==> config.mk <==
export PLATFORM = sky130hd
export DESIGN_NAME = spi_cmd_seq
export DESIGN_NICKNAME = d
export VERILOG_FILES = /design/src/rtl/spi_cmd_pkg.sv /design/src/rtl/spi_cmd_decode.sv /design/src/rtl/spi_cmd_pulse.sv /design/src/rtl/spi_cmd_ctrl.sv /design/src/rtl/spi_cmd_cs.sv /design/src/rtl/spi_cmd_seq.sv
export SDC_FILE = /design/constraint.sdc
export NUM_CORES = 1
export LEC_CHECK = 0
export CORE_AREA = 2 2 39 41
export DETAILED_ROUTE_END_ITERATION = 10
export DIE_AREA = 0 0 41 43
export DONT_BUFFER_PORTS = 1
export GPL_TIMING_DRIVEN = 0
export PLACE_DENSITY = 0.56
export SYNTH_ARGS = -nofsm -noshare
export SYNTH_HDL_FRONTEND = slang
export SYNTH_HIERARCHICAL = 1
export SYNTH_SLANG_ARGS = --single-unit
==> constraint.sdc <==
create_clock -name clk -period 2.1 [get_ports clk]
set_input_delay 0.525 -clock clk [delete_from_list [all_inputs] [get_ports clk]]
set_output_delay 0.525 -clock clk [all_outputs]
set_load 0.05 [all_outputs]
==> src/rtl/spi_cmd_pkg.sv <==
package spi_cmd_pkg;

    localparam int unsigned CMD_W  = 32;

    localparam int unsigned B_EN   = 0;
    localparam int unsigned B_DIS  = 1;
    localparam int unsigned B_SRST = 7;
    localparam int unsigned B_TXF  = 16;
    localparam int unsigned B_RXF  = 17;
    localparam int unsigned B_LAST = 24;
    localparam int unsigned B_FEN  = 30;
    localparam int unsigned B_FDIS = 31;

    typedef struct packed {
        logic srst;
        logic en;
        logic dis;
        logic txf;
        logic rxf;
        logic last;
        logic fen;
        logic fdis;
    } cmd_t;

    typedef struct packed {
        logic srst;
        logic fon;
        logic foff;
        logic txf;
        logic rxf;
    } pulse_t;

    localparam int unsigned PULSE_W = $bits(pulse_t);

    function automatic cmd_t cmd_decode(input logic [CMD_W-1:0] w, input logic valid);
        cmd_t c;
        c = '0;
        if (valid) begin
            if (w[B_SRST]) begin
                c.srst = 1'b1;
            end else begin
                c.dis  = w[B_DIS];
                c.en   = w[B_EN] & ~w[B_DIS];
                c.fdis = w[B_FDIS];
                c.fen  = w[B_FEN] & ~w[B_FDIS];
                c.txf  = w[B_TXF];
                c.rxf  = w[B_RXF];
                c.last = w[B_LAST];
            end
        end
        return c;
    endfunction

    function automatic pulse_t cmd_to_pulse(input cmd_t c);
        pulse_t p;
        p.srst = c.srst;
        p.fon  = c.fen;
        p.foff = c.fdis;
        p.txf  = c.txf;
        p.rxf  = c.rxf;
        return p;
    endfunction

endpackage

==> src/rtl/spi_cmd_decode.sv <==
module spi_cmd_decode
    import spi_cmd_pkg::*;
(
    input  logic             wr_en,
    input  logic [CMD_W-1:0] wr_data,
    output cmd_t             act
);
    always_comb begin
        act = cmd_decode(wr_data, wr_en);
    end
endmodule

==> src/rtl/spi_cmd_pulse.sv <==
module spi_cmd_pulse
    import spi_cmd_pkg::*;
(
    input  logic   clk,
    input  logic   rst,
    input  cmd_t   act,
    output pulse_t pls
);
    logic [PULSE_W-1:0] pls_q;

    always_ff @(posedge clk) begin
        if (rst) begin
            pls_q <= '0;
        end else begin
            pls_q <= cmd_to_pulse(act);
        end
    end

    assign pls = pulse_t'(pls_q);
endmodule

==> src/rtl/spi_cmd_ctrl.sv <==
module spi_cmd_ctrl
    import spi_cmd_pkg::*;
(
    input  logic clk,
    input  logic rst,
    input  cmd_t act,
    input  logic hold_valid,
    input  logic sh_busy,
    input  logic sh_done,
    output logic sh_start,
    output logic enabled,
    output logic in_flight,
    output logic dis_pend,
    output logic done_ev,
    output logic dis_apply,
    output logic pins_oe
);
    logic kill;
    logic hold_busy;
    logic want_off;

    assign kill      = rst | act.srst;
    assign done_ev   = in_flight & sh_done;
    assign hold_busy = in_flight & ~sh_done;
    assign want_off  = act.dis | dis_pend;
    assign dis_apply = want_off & ~hold_busy & ~act.srst;
    assign sh_start  = enabled & ~want_off & ~act.srst & hold_valid
                     & ~in_flight & ~sh_busy;
    assign pins_oe   = enabled | in_flight;

    always_ff @(posedge clk) begin
        if (kill) begin
            enabled   <= 1'b0;
            dis_pend  <= 1'b0;
            in_flight <= 1'b0;
        end else begin
            if (sh_start) begin
                in_flight <= 1'b1;
            end else if (done_ev) begin
                in_flight <= 1'b0;
            end
            if (dis_apply) begin
                enabled  <= 1'b0;
                dis_pend <= 1'b0;
            end else if (want_off) begin
                dis_pend <= 1'b1;
            end else if (act.en) begin
                enabled <= 1'b1;
            end
        end
    end
endmodule

==> src/rtl/spi_cmd_cs.sv <==
module spi_cmd_cs
    import spi_cmd_pkg::*;
(
    input  logic clk,
    input  logic rst,
    input  cmd_t act,
    input  logic cs_hold,
    input  logic sh_start,
    input  logic done_ev,
    input  logic dis_apply,
    output logic cs_n
);
    logic last_pend;
    logic end_char;

    assign end_char = done_ev & (~cs_hold | last_pend | act.last);

    always_ff @(posedge clk) begin
        if (rst | act.srst) begin
            cs_n      <= 1'b1;
            last_pend <= 1'b0;
        end else begin
            if (sh_start) begin
                cs_n <= 1'b0;
            end else if (end_char | dis_apply) begin
                cs_n <= 1'b1;
            end
            if (end_char) begin
                last_pend <= 1'b0;
            end else if (act.last) begin
                last_pend <= 1'b1;
            end
        end
    end
endmodule

==> src/rtl/spi_cmd_seq.sv <==
module spi_cmd_seq
    import spi_cmd_pkg::*;
#(
    parameter int unsigned CW = CMD_W
) (
    input  logic          clk,
    input  logic          rst,
    input  logic          wr_en,
    input  logic [CW-1:0] wr_data,
    input  logic          hold_valid,
    input  logic          cs_hold,
    input  logic          sh_busy,
    input  logic          sh_done,
    output logic          sh_start,
    output logic          cs_n,
    output logic          pins_oe,
    output logic          enabled,
    output logic          srst_p,
    output logic          fifo_on_p,
    output logic          fifo_off_p,
    output logic          txf_clr_p,
    output logic          rxf_clr_p
);
    cmd_t             act;
    pulse_t           pls;
    logic             in_flight;
    logic             dis_pend;
    logic             done_ev;
    logic             dis_apply;
    logic [CMD_W-1:0] word;

    generate
        if (CW >= CMD_W) begin : g_trim
            assign word = wr_data[CMD_W-1:0];
        end else begin : g_pad
            assign word = {{(CMD_W-CW){1'b0}}, wr_data};
        end
    endgenerate

    spi_cmd_decode u_dec (
        .wr_en   (wr_en),
        .wr_data (word),
        .act     (act)
    );

    spi_cmd_pulse u_pls (
        .clk (clk),
        .rst (rst),
        .act (act),
        .pls (pls)
    );

    spi_cmd_ctrl u_ctl (
        .clk        (clk),
        .rst        (rst),
        .act        (act),
        .hold_valid (hold_valid),
        .sh_busy    (sh_busy),
        .sh_done    (sh_done),
        .sh_start   (sh_start),
        .enabled    (enabled),
        .in_flight  (in_flight),
        .dis_pend   (dis_pend),
        .done_ev    (done_ev),
        .dis_apply  (dis_apply),
        .pins_oe    (pins_oe)
    );

    spi_cmd_cs u_cs (
        .clk       (clk),
        .rst       (rst),
        .act       (act),
        .cs_hold   (cs_hold),
        .sh_start  (sh_start),
        .done_ev   (done_ev),
        .dis_apply (dis_apply),
        .cs_n      (cs_n)
    );

    assign srst_p     = pls.srst;
    assign fifo_on_p  = pls.fon;
    assign fifo_off_p = pls.foff;
    assign txf_clr_p  = pls.txf;
    assign rxf_clr_p  = pls.rxf;
endmodule

==> qor.csv, run 1 <==
metric,value,unit
utilization,38.2,%
reg2reg_to,u_cs/cs_n$_SDFFE_PP1P_,
antenna_found_initial,0,
whs_path_depth,1,
timing.hold.ws,0.318,ns
clock.fmax,0.496,GHz
clock_latency,0.26,ns
first_pass_iters,2,
diodes,0,
drv_cap,0,
grt_overflow_total,0,
critPathCaptureType,output pin,
clock_path_buffers,2,
cts.sink_count,10,
start_kind,flip-flop,
peakVddDrop,0.303,mV
rsz0062_at_grt,no,
synth_cells,44,
dpl_worst_slack,-0.0376,ns
grt_max_degree,10,
yosysSeqAreaShare,43.4,%
powerDensity,765,nW/um^2
setup_viol,0,
viasPerCell,5.13,
yosysWarnings,6,
min_from,rst,
worstHoldPathType,in -> reg,
cts.htree.levels,1,
startpoint,u_ctl/enabled$_SDFFE_PP0P_,
fillers,151,
fin_nets,88,
grt_pass1_wl,1150,um
arrival,1.49,ns
gp_congestion,0.750,
cts_buffers,3,
r2r-start,u_ctl/enabled$_SDFFE_PP0P_,
final_cell_mix,"dfxtp_1 (9), nor2_1 (6), and3b_2 (5), nor2b_1 (5), clkbuf_4 (3)",
cp.required,1.57,ns
io_buffer_count,0,
hold_viol,0,
dieArea,1760,um^2
critical_path_class,reg -> out,
syn_area_per_cell,10.5,um^2
multi_input_area,269,um^2
synthTopCellsByArea,"dfxtp_1 (43%), and3b_2 (11%), nor2b_1 (6.8%), nor2_1 (5.7%), and4bb_2 (5.4%)",
synth_top_cell_by_area,dfxtp_1,
totalWireLength,792,um
post-synth-top-area-fraction,43.4,%
start_util,33.4,%
dp_hpwl,615,um
status,"finished, final reports clean",
mostFrequentLayoutCell,dfxtp_1,
core_area,1380,um^2
cts_tree,done,
die_h,43,um
gr-usage-all-layers,9.84,%
min_to,u_pls/pls[1]$_SDFF_PP0_,
drive_gt1_share,43.8,%
ys_ff_latch,10,
drt_iter0_drc,1,
clkSlewWorstSetupHoldPaths,0.07,ns
syn-num-nets,83,
rr_worst_depth,5,
syn-cell-area,462,um^2
ios,48,
ff2ff_setup_slack,0.46,ns
crit_fanout,4,
cts_root_buffer,clkbuf_4,
slew_headroom,66.7,%
ant_nets,0,
die_w,41,um
layout_setup_ws,0.0848,ns
rows,14,
wl_per_cell,12.4,um
register_area,204,um^2
syn_to_final_growth,14.6,%
finalMaxSlewViolations,0,
p_leak,0.208,nW
period_minus_slack,2.02,ns
skew,0.00212,ns
first_global_vias,294,
finalCritPeriodShare,96.0,%
route.detailed.drc,0,
ys_types,19,
tightest_slew,0.498,ns
vias,328,
## report_power, final
| part | internal [mW] | switching, mW |
|---|---|---|
| sequential | 0.193 | 0.0127 |
| clock | 0.105 | 0.0708 |
| combinational | 0.0129 | 0.0107 |
## how the worst max path moves through the flow
stage                    end  slack (ns)  cells past startpoint
detailed placement  sh_start       -0.04                      3
floorplan           sh_start        0.11                      3
global route        sh_start        0.06                      3
CTS                 sh_start       0.009                      3
global placement    sh_start       -0.02                      3
finish              sh_start        0.08                      3
## metal layers
| layer | vias up | share of wire, % | GRT usage [%] |
|---|---|---|---|
| met4 | 0 | 1.9 | 8.00 |
| met2 | 13 | 47 | 11.6 |
| met5 | - | 0 | 0 |
| li1 | 165 | - | - |
| met1 | 148 | 45 | 13.5 |
| met3 | 2 | 5.4 | 3.66 |
## cell type report
type / count / area share [%]
multi-input cells: 34 / 50.8
well taps: 16 / 3.78
flip-flops and latches: 10 / 38.5
clock buffers: 4 / 6.86
## through the flow
stage | setup TNS (ns) | cells | power [mW] | cell area, um^2
after global routing | 0 | 64 | 0.418 | 529
after global placement | -0.0195 | 60 | 0.234 | 484
after floorplan | 0 | 44 | 0.232 | 464
after CTS | 0 | 64 | 0.412 | 527
final | 0 | 64 | 0.405 | 529
after detailed placement | -0.0442 | 60 | 0.234 | 484
## critical path, cell delays in order, from the launching register on
cell	delay, ns
dfxtp_4	0.45
nor4bb_1	0.26
nand2_1	0.15
nor2_4	0.36
## logic make-up (layout without fill, tap and decap cells)
kind of cell           Yosys count  after routing  synth area share, %
AO/OA/AOI/OAI                    4              4                 7.86
buffers and inverters            0              4                    0
flip-flops                      10             10                 43.4
AND/OR/NAND/NOR                 30             30                 48.8
## state kept, by name (all words and copies together), names as in the netlist
register and flops:
u_cs/cs_n 1, u_cs/last_pend 1, u_ctl/dis_pend 1, u_ctl/enabled 1
u_ctl/in_flight 1, u_pls/pls 5
## synthesized netlist by cell type
| cell type | number |
|---|---|
| nor2b_1 | 5 |
| nand2_1 | 1 |
| a31o_2 | 1 |
| nor3b_2 | 1 |
| and4bb_2 | 2 |
| a21boi_1 | 1 |
| nand2b_4 | 1 |
| nor4_1 | 1 |
| nor4_2 | 1 |
| nand2b_1 | 1 |
| and2_2 | 2 |
| nor2_1 | 7 |
| and3_1 | 1 |
| or2_2 | 1 |
| o21ai_0 | 1 |
| nor4bb_1 | 1 |
| and3b_2 | 5 |
| o221ai_2 | 1 |
| dfxtp_1 | 10 |
## timing repair
| item | 4_1_cts | 5_1_grt |
|---|---|---|
| gates resized for setup | 2 | 1 |
| hold buffers | 0 | 0 |
| pin swaps | 0 | 1 |
| setup endpoints to repair | 2 | 1 |
| buffers inserted | 0 | 0 |
| cloned | 0 | 0 |
(Power assumes the default switching activity.)
==> inputs of run 2 (changes only) <==
--- a/config.mk
+++ b/config.mk
@@ -9,6 +9,7 @@
 export DETAILED_ROUTE_END_ITERATION = 10
 export DIE_AREA = 0 0 41 43
 export DONT_BUFFER_PORTS = 1
+export GPL_ROUTABILITY_DRIVEN = 0
 export GPL_TIMING_DRIVEN = 0
 export PLACE_DENSITY = 0.56
 export SYNTH_ARGS = -nofsm -noshare
==> constraint.sdc (replaced) <==
create_clock -name clk -period 2.3 [get_ports clk]
set_input_delay 0.575 -clock clk [delete_from_list [all_inputs] [get_ports clk]]
set_output_delay 0.575 -clock clk [all_outputs]
set_load 0.05 [all_outputs]
==> qor.csv, run 2 (synthesized netlist as in run 1, its figures left out) <==
metric,value,unit,change
clock_path_buffers,2,,unchanged
reg2reg_to,u_cs/cs_n$_SDFFE_PP1P_,,
final_cell_mix,"dfxtp_1 (9), nor2_1 (6), and3b_2 (5), nor2b_1 (5), clkbuf_4 (3)",,
cts_root_buffer,clkbuf_4,,
clock.fmax,0.480,GHz,
rsz0062_at_grt,no,,
fin_nets,88,,unchanged
io_buffer_count,0,,unchanged
ff2ff_setup_slack,0.63,ns,+0.17 ns
totalWireLength,777,um,-1.9%
utilization,38.1,%,-0.18 points
route.detailed.drc,0,,unchanged
critPathTopFamily,simple AND/OR/NAND/NOR gates,,
ant_nets,0,,unchanged
drive_gt1_share,43.8,%,unchanged
viasPerCell,5.13,,unchanged
slowest_stage,dfxtp_2,,
first_global_vias,281,,-4.4%
arrival,1.51,ns,+0.02 ns
cp.required,1.73,ns,+0.16 ns
mostFrequentLayoutCell,dfxtp_1,,
gr-usage-all-layers,9.25,%,-0.59 points
worstHoldPathType,in -> reg,,
worst-path-buf-inv,0,,unchanged
ios,48,,unchanged
peakVddDrop,0.196,mV,-35%
hold_viol,0,,unchanged
r2r-start,u_ctl/enabled$_SDFFE_PP0P_,,
p_leak,0.209,nW,+0.39%
final.setup.tns,0,ns,unchanged
diodes,0,,unchanged
antenna_found_initial,0,,unchanged
final_cell_area,527,um^2,-0.47%
grt_pass1_wl,1120,um,-3.0%
core_area,1380,um^2,unchanged
cts_tree,done,,
first_pass_iters,3,,+1
drv_cap,0,,unchanged
cts.sink_count,10,,unchanged
start_kind,flip-flop,,
rr_worst_depth,5,,unchanged
dp_cells,60,,unchanged
critical_path_class,reg -> out,,
holdBufCountCts,0,,unchanged
cts_buffers,3,,unchanged
status,"finished, final reports clean",,
finalCritPeriodShare,90.6,%,
cpPeakStageDelay,0.51,ns,+0.06 ns
cts.htree.levels,1,,unchanged
setup_viol,0,,unchanged
tightest_slew,0.500,ns,+0.00186 ns
grt_overflow_total,0,,unchanged
clock_latency,0.25,ns,about the same
clkSlewWorstSetupHoldPaths,0.07,ns,about the same
die_w,41,um,unchanged
cts_setup_buffers,0,,unchanged
wl_per_cell,12.1,um,-1.9%
skew,0.00174,ns,-0.000376 ns
critPathCapture,sh_start,,
syn_to_final_growth,14.1,%,
final_cells,64,,unchanged
largest_reg_flops,5,,unchanged
path_cells,nor4bb_1 -> nand2_1 -> nor2_4,,
dpl-instance-area,482,um^2,-0.52%
grt_max_degree,10,,unchanged
slew_headroom,66.6,%,-0.12 points
rows,14,,unchanged
powerDensity,690,nW/um^2,-9.7%
start_util,33.4,%,unchanged
dieArea,1760,um^2,unchanged
critPathCaptureType,output pin,,
crit_fanout,4,,unchanged
crit_cells,3,,unchanged
startpoint,u_ctl/enabled$_SDFFE_PP0P_,,
vias,328,,unchanged
die_h,43,um,unchanged
drt_iter0_drc,1,,unchanged
finalMaxSlewViolations,0,,unchanged
period_minus_slack,2.08,ns,
-- run 2: how the worst min path moves through the flow --
| stage | from | end | slack [ns] | cells past startpoint |
|---|---|---|---|---|
| after floorplan | u_ctl/in_flight$_SDFFE_PP0P_ | u_ctl/dis_pend$_SDFFE_PP0N_ | 0.49 | 2 |
| after global routing | rst | u_pls/pls[2]$_SDFF_PP0_ | 0.37 | 1 |
| after detailed placement | u_cs/last_pend$_SDFFE_PP0P_ | u_cs/cs_n$_SDFFE_PP1P_ | 0.52 | 2 |
| final | rst | u_pls/pls[1]$_SDFF_PP0_ | 0.38 | 1 |
| after CTS | rst | u_pls/pls[1]$_SDFF_PP0_ | 0.37 | 1 |
| after global placement | u_cs/last_pend$_SDFFE_PP0P_ | u_cs/cs_n$_SDFFE_PP1P_ | 0.52 | 2 |
-- run 2: what timing repair did --
item / CTS / global route
endpoints found under the setup margin: 2 / 1
cloned: 0 / 0
resized for setup: 2 / 1
-- run 2: stage by stage --
stage	setup slack, ns	power, mW	hold slack (ns)
5_1_grt	0.128	0.377	0.368
3_5_place_dp	-0.132	0.213	0.524
6_report	0.215	0.364	0.379
4_1_cts	0.00813	0.369	0.372
3_3_place_gp	-0.122	0.213	0.515
2_1_floorplan	0.00320	0.211	0.486
-- run 2: per-layer routing --
layer	global-route usage, %	wire length, um	vias up	share of wire, %
met5	0	0	-	0
met4	8.00	12	0	1.5
met3	1.57	35	2	4.5
met2	11.3	379	9	49
met1	13.2	350	152	45
li1	-	-	165	-
-- run 2: final cells by class --
class	instances	area, um^2
multi-input cells	34	269
flip-flops and latches	10	201
clock buffers	4	36.3
fillers	151	857
well taps	16	20.0
-- run 2: report_power, final --
| group | total, mW | switching, mW | internal (mW) |
|---|---|---|---|
| sequential | 0.188 | 0.0116 | 0.177 |
| clock | 0.154 | 0.0579 | 0.0959 |
| combinational | 0.0214 | 0.00973 | 0.0117 |
| total | 0.364 | 0.0792 | 0.284 |
